<file path="config.mk">
export PLATFORM = sky130hd
export DESIGN_NAME = selective_icache
export DESIGN_NICKNAME = d
export VERILOG_FILES = /design/src/rtl/sic_pkg.sv /design/src/rtl/sic_way.sv /design/src/rtl/sic_lru.sv /design/src/rtl/selective_icache.sv
export SDC_FILE = /design/constraint.sdc
export NUM_CORES = 2
export LEC_CHECK = 0
export ABC_AREA = 1
export BUFFER_PORTS_ARGS = -buffer_cell sky130_fd_sc_hd__buf_4
export CAP_MARGIN = 25
export CORE_MARGIN = 3
export CORE_UTILIZATION = 35
export CTS_BUF_LIST = sky130_fd_sc_hd__clkbuf_8
export DETAILED_ROUTE_END_ITERATION = 12
export PLACE_DENSITY = 0.46
export SYNTH_ARGS = -nofsm -noshare
export SYNTH_HDL_FRONTEND = slang
export SYNTH_HIERARCHICAL = 1
export SYNTH_SLANG_ARGS = --single-unit
</file>
<file path="constraint.sdc">
create_clock -name clk -period 8.9 [get_ports clk]
set_input_delay 1.335 -clock clk [delete_from_list [all_inputs] [get_ports clk]]
set_output_delay 1.335 -clock clk [all_outputs]
set_load 0.02 [all_outputs]
</file>
<file path="src/rtl/sic_pkg.sv">
package sic_pkg;

  typedef enum logic {WAY0 = 1'b0, WAY1 = 1'b1} way_e;

  // An empty way is taken before the recency bit is consulted.
  function automatic way_e pick_victim(logic v0, logic v1, logic lru_way);
    if (!v0) return WAY0;
    if (!v1) return WAY1;
    return way_e'(lru_way);
  endfunction

  // After a touch the other way becomes the one to replace.
  function automatic logic next_lru(way_e touched);
    return ~touched;
  endfunction

endpackage

</file>
<file path="src/rtl/sic_way.sv">
module sic_way #(
  parameter int ADDR_W   = 24,
  parameter int INSTR_W  = 48,
  parameter int NUM_SETS = 16,
  localparam int IDX_W   = $clog2(NUM_SETS),
  localparam int TAG_W   = ADDR_W - IDX_W
) (
  input  logic               clk,
  input  logic               rst_n,
  input  logic               inv_all,
  input  logic [IDX_W-1:0]   rd_idx,
  input  logic [TAG_W-1:0]   rd_tag,
  output logic               match,
  output logic [INSTR_W-1:0] rd_data,
  input  logic               wr_en,
  input  logic [IDX_W-1:0]   wr_idx,
  input  logic [TAG_W-1:0]   wr_tag,
  input  logic [INSTR_W-1:0] wr_data,
  output logic               wr_valid
);

  logic [NUM_SETS-1:0] valid_q;
  logic [TAG_W-1:0]    tag_q  [NUM_SETS];
  logic [INSTR_W-1:0]  data_q [NUM_SETS];

  always_ff @(posedge clk or negedge rst_n) begin
    if (!rst_n)       valid_q <= '0;
    else if (inv_all) valid_q <= '0;
    else if (wr_en)   valid_q[wr_idx] <= 1'b1;
  end

  always_ff @(posedge clk) begin
    if (wr_en) begin
      tag_q[wr_idx]  <= wr_tag;
      data_q[wr_idx] <= wr_data;
    end
  end

  assign match    = valid_q[rd_idx] && (tag_q[rd_idx] == rd_tag);
  assign rd_data  = data_q[rd_idx];
  assign wr_valid = valid_q[wr_idx];

endmodule

</file>
<file path="src/rtl/sic_lru.sv">
module sic_lru
  import sic_pkg::*;
#(
  parameter int NUM_SETS = 16,
  localparam int IDX_W   = $clog2(NUM_SETS)
) (
  input  logic             clk,
  input  logic             rst_n,
  input  logic             touch_en,
  input  logic [IDX_W-1:0] touch_idx,
  input  way_e             touch_way,
  input  logic             fill_en,
  input  logic [IDX_W-1:0] fill_idx,
  input  way_e             fill_way,
  output logic             lru_way
);

  logic [NUM_SETS-1:0] lru_q;

  // A fill in the same set as a hit is written last and so wins.
  always_ff @(posedge clk or negedge rst_n) begin
    if (!rst_n) lru_q <= '0;
    else begin
      if (touch_en) lru_q[touch_idx] <= next_lru(touch_way);
      if (fill_en)  lru_q[fill_idx]  <= next_lru(fill_way);
    end
  end

  assign lru_way = lru_q[fill_idx];

endmodule

</file>
<file path="src/rtl/selective_icache.sv">
module selective_icache
  import sic_pkg::*;
#(
  parameter int ADDR_W   = 24,
  parameter int INSTR_W  = 48,
  parameter int NUM_SETS = 16
) (
  input  logic               clk,
  input  logic               rst_n,
  input  logic               cache_en,
  input  logic               flush,
  input  logic               fetch_valid,
  input  logic [ADDR_W-1:0]  fetch_addr,
  input  logic               bus_conflict,
  input  logic [INSTR_W-1:0] fill_instr,
  output logic               hit,
  output logic [INSTR_W-1:0] hit_instr
);

  localparam int IDX_W = $clog2(NUM_SETS);
  localparam int TAG_W = ADDR_W - IDX_W;
  localparam int WAYS  = 2;

  function automatic logic [IDX_W-1:0] idx_of(logic [ADDR_W-1:0] a);
    return a[IDX_W-1:0];
  endfunction

  function automatic logic [TAG_W-1:0] tag_of(logic [ADDR_W-1:0] a);
    return a[ADDR_W-1:IDX_W];
  endfunction

  logic [WAYS-1:0]    way_match;
  logic [WAYS-1:0]    way_valid_at_fill;
  logic [INSTR_W-1:0] way_data [WAYS];
  logic [WAYS-1:0]    way_we;

  logic              fill_pend_q;
  logic [ADDR_W-1:0] fill_addr_q;
  logic              lru_way;
  way_e              victim;
  way_e              hit_way;
  logic              lookup_hit;
  logic              same_as_fill;
  logic              alloc_req;
  logic              fill_we;

  // Named internal events
  assign lookup_hit   = cache_en && fetch_valid && (|way_match);
  assign hit_way      = way_match[1] ? WAY1 : WAY0;
  assign same_as_fill = fill_pend_q && (fill_addr_q == fetch_addr);
  assign alloc_req    = cache_en && fetch_valid && bus_conflict && !lookup_hit && !same_as_fill;
  assign fill_we      = fill_pend_q && cache_en && !flush;
  assign victim       = pick_victim(way_valid_at_fill[0], way_valid_at_fill[1], lru_way);

  always_ff @(posedge clk or negedge rst_n) begin
    if (!rst_n) begin
      fill_pend_q <= 1'b0;
      fill_addr_q <= '0;
    end else begin
      fill_pend_q <= alloc_req;
      if (alloc_req) fill_addr_q <= fetch_addr;
    end
  end

  for (genvar w = 0; w < WAYS; w++) begin : g_way
    assign way_we[w] = fill_we && (victim == way_e'(w));
    sic_way #(
      .ADDR_W  (ADDR_W),
      .INSTR_W (INSTR_W),
      .NUM_SETS(NUM_SETS)
    ) way_i (
      .clk     (clk),
      .rst_n   (rst_n),
      .inv_all (flush),
      .rd_idx  (idx_of(fetch_addr)),
      .rd_tag  (tag_of(fetch_addr)),
      .match   (way_match[w]),
      .rd_data (way_data[w]),
      .wr_en   (way_we[w]),
      .wr_idx  (idx_of(fill_addr_q)),
      .wr_tag  (tag_of(fill_addr_q)),
      .wr_data (fill_instr),
      .wr_valid(way_valid_at_fill[w])
    );
  end

  sic_lru #(.NUM_SETS(NUM_SETS)) lru_i (
    .clk      (clk),
    .rst_n    (rst_n),
    .touch_en (lookup_hit),
    .touch_idx(idx_of(fetch_addr)),
    .touch_way(hit_way),
    .fill_en  (fill_we),
    .fill_idx (idx_of(fill_addr_q)),
    .fill_way (victim),
    .lru_way  (lru_way)
  );

  assign hit       = lookup_hit;
  assign hit_instr = lookup_hit ? way_data[hit_way] : '0;

  // Assertions
  AST_NO_DUP_LINE: assert property (@(posedge clk) disable iff (!rst_n)
    $onehot0(way_match)) else $error("address resident in both ways");

  AST_FILL_AFTER_CONFLICT: assert property (@(posedge clk) disable iff (!rst_n)
    (|way_we) |-> $past(fetch_valid && bus_conflict && !hit)) else $error("fill without conflicting miss");

  AST_FILL_HITS_NEXT: assert property (@(posedge clk) disable iff (!rst_n)
    ($past(|way_we) && cache_en && fetch_valid && (fetch_addr == $past(fill_addr_q))) |-> hit)
    else $error("filled address missed");

  AST_FLUSH_MISSES: assert property (@(posedge clk) disable iff (!rst_n)
    flush |=> !hit) else $error("hit after flush");

endmodule

</file>
==> flow_metrics.py <==
metrics = {
    "placement": {
        "port_buffers": 126,
        "dp_cells": 10730,
        "preCtsSetupSlack_ns": 1.898,
        "place.gp.congestion": 0.7688,
        "hpwlAfterDp_um": 152000,
    },
    "worst_setup_path": {
        "cp_data_arrival_time_ns": 5.76,
        "crit_fanout": 197,
        "cp.required_ns": 7.57,
        "end_kind": "primary output",
        "worstSetupStartpointType": "primary input",
        "crit_type": "in2out",
    },
    "clocking": {
        "htree_levels": 5,
        "cts_sinks": 2249,
        "numCtsBuffers": 402,
        "clk-insertion-delay-late_ns": 1.09,
        "post-cts-setup-buffer-count": 0,
        "cts.clk_slew.worst_paths_ns": 0.06,
        "cts_tree": "built",
        "cts_root_buffer": "clkbuf_8",
        "cts_buffer_depth": 4,
        "postCtsHoldBufs": 0,
        "cts_resized": 0,
    },
    "global_route": {
        "grt_usage_pct": 22.08,
        "grt_max_degree": 214,
        "grt.overflow.total": 0,
        "first_global_vias": 59050,
        "grt_pass1_wl_um": 435100,
        "grt_antenna_before_repair": 18,
    },
    "detailed_routing": {
        "antenna_left": 0,
        "viasPerCell": 5.327,
        "first_iter_violations": 6160,
        "wire_per_inst_um": 26.60,
        "dr.pass1.iters": 6,
        "finalWirelength_um": 304400,
        "via_count": 60970,
        "drc": 0,
    },
    "logic_synthesis": {
        "ys_seq_area_share_pct": 73.05,
        "synthTopCellsByArea": "edfxtp_1 71%, nand2_1 5.0%, nor2_1 4.4%",
        "synth_area_sq_mm": 0.09195,
        "synth_largest_area_cell": "edfxtp_1",
        "ys_ff_latch": 2249,
        "yosysTopAreaCellShare_pct": 71.07,
        "synth-warning-count": 6,
        "ys_types": 39,
        "avgSynthCellArea_sq_um": 12.33,
        "synthCells": 7456,
        "synth.net_count": 7534,
    },
    "sta": {
        "finalCritPeriodShare_pct": 79.73,
        "max_slew_margin_pct": 20.25,
        "skew_ns": 0.1207,
        "period_needed_ns": 7.096,
        "tightest_slew_ns": 1.196,
        "fmax_ghz": 0.1409,
        "drv_slew": 0,
        "setup_viol": 0,
        "final_hold_viol_count": 0,
        "setup_tns_ns": 0,
        "holdWs_ns": 0.1677,
        "rsz0062_at_grt": "no",
        "layout_setup_ws_ns": 1.804,
    },
    "power_and_ir_drop": {
        "peakVddDrop_mv": 0.1545,
        "p_leak_uw": 0.03647,
        "p_per_area_mw_per_mm2": 210.3,
    },
    "finish": {
        "final_cell_mix": "2176 x edfxtp_1, 1237 x nand2_1, 1036 x nor2_1",
        "fin_cells": 11450,
        "fin_nets": 7724,
        "final_util_pct": 39.78,
        "mostFrequentLayoutCell": "edfxtp_1",
        "drive_gt1_share_pct": 10.39,
        "area_growth_pct": 12.66,
    },
    "die": {
        "initial_core_util_pct": 35.31,
        "die_area_sq_mm": 0.2689,
        "ios": 127,
        "die_x_um": 518.5,
        "chipHeight_um": 518.5,
        "coreArea_sq_mm": 0.2604,
        "rows": 187,
    },
    "run": {
        "cap_violations": 0,
    },
    "worst_hold_path": {
        "hp-class": "in2async",
    },
    "run_status": {
        "status": "finished clean",
    },
}
[where the power goes]
part | switching, uW | internal (uW)
Sequential | 58.9 | 11800
Clock | 4240 | 4210
Combinational | 1130 | 389
Total | 5430 | 16400
[kinds of logic (layout without fill, tap and decap cells)]
logic type	count (synthesis)	after routing	synth area share (%)
and+or+nand+nor	2863	2863	12.53
muxes	48	48	0.5879
AOI/OAI and AO/OA	1411	1411	9.410
DFF	2249	2249	73.05
other	0	18	0
buffers and inverters	879	1355	4.363
xor gates and xnor gates	6	6	0.05715
[sequential cells by signal, summed over array words and instances (netlist names)]
name and count:
g_way.way_i/tag_q 640, fill_pend_q 1, g_way.way_i/valid_q 32, fill_addr_q 24, g_way.way_i/data_q 1536, lru_i/lru_q 16
[Yosys cell counts]
cell type,instances
xnor2_1,5
nor3_4,2
inv_1,392
edfxtp_1,2176
buf_1,17
nand2_2,1
xor2_1,1
clkbuf_2,6
nand3b_1,2
nor2_4,2
o21ai_0,802
or2_1,4
buf_4,35
clkinv_1,2
nor4_1,1
nor3_1,2
nor2_1,1070
nand3_2,3
o22ai_1,105
nand4_1,2
dfrtp_1,73
a31oi_1,4
mux2_2,48
o21ba_2,4
clkbuf_1,223
a21o_1,2
o21ai_1,61
nand3_1,531
buf_6,51
inv_4,2
a22oi_1,8
inv_2,3
nand2_1,1237
nor2_2,5
a21oi_1,3
o221ai_1,282
buf_2,148
nand2_4,1
o211ai_1,140
[critical path, cell delays in order]
cell	delay, ns
buf_8	0.21
inv_16	0.61
buf_4	0.69
nand2_1	0.13
nand3_1	0.11
nand3_1	0.09
nand3_1	0.10
nand2_1	0.15
nand2_1	0.09
nand2_1	0.05
nor2_1	0.08
nand2_1	0.05
nor2_1	0.08
nand2_1	0.09
nor2_4	0.43
nor2_1	0.18
nor2_4	0.42
buf_12	0.30
nand2_1	0.10
inv_1	0.07
buf_4	0.14
[worst paths after layout]
path | cells past startpoint | end | startpoint | slack, ns
worst max-delay path | 21 | hit_instr[9] | fetch_addr[0] | 1.80
worst min-delay path | 1 | fill_pend_q | rst_n | 0.17
worst max register to register | 17 | g_way[0].way_i/tag_q[3][13] | fill_addr_q[0] | 4.25
worst min register to register | 2 | g_way[1].way_i/valid_q[11] | g_way[1].way_i/valid_q[11] | 0.50
max in group asynchronous | 2 | lru_i/lru_q[2] | rst_n | 7.53
min in group clk | 2 | g_way[1].way_i/valid_q[11] | g_way[1].way_i/valid_q[11] | 0.50
[layer usage]
| metal | vias to the layer above | part of all wire, % | GRT usage (%) |
|---|---|---|---|
| li1 | 27260 | - | - |
| met1 | 31270 | 45 | 31.21 |
| met2 | 1925 | 47 | 35.48 |
| met3 | 516 | 5.4 | 3.032 |
| met4 | 4 | 2.7 | 6.389 |
| met5 | - | 0.0066 | 0 |
[through the flow]
stage          power, uW  cell area [sq um]
2_1_floorplan      12840              91950
3_3_place_gp       13490              96310
3_5_place_dp       13520              96530
4_1_cts            21980             103300
5_1_grt            22620             103600
6_report           21790             103600
[final cells by class]
class	instances	area [sq um]
timing repair buffer	266	2650
inverter	399	1565
clock inverter	282	1146
sequential	2249	67170
multi-input combinational	4328	21020
fill	24830	156800
antenna	18	45.04
clock buffer	408	5615
tap	3496	4374
Note: power is estimated with default switching activity, not from simulation.
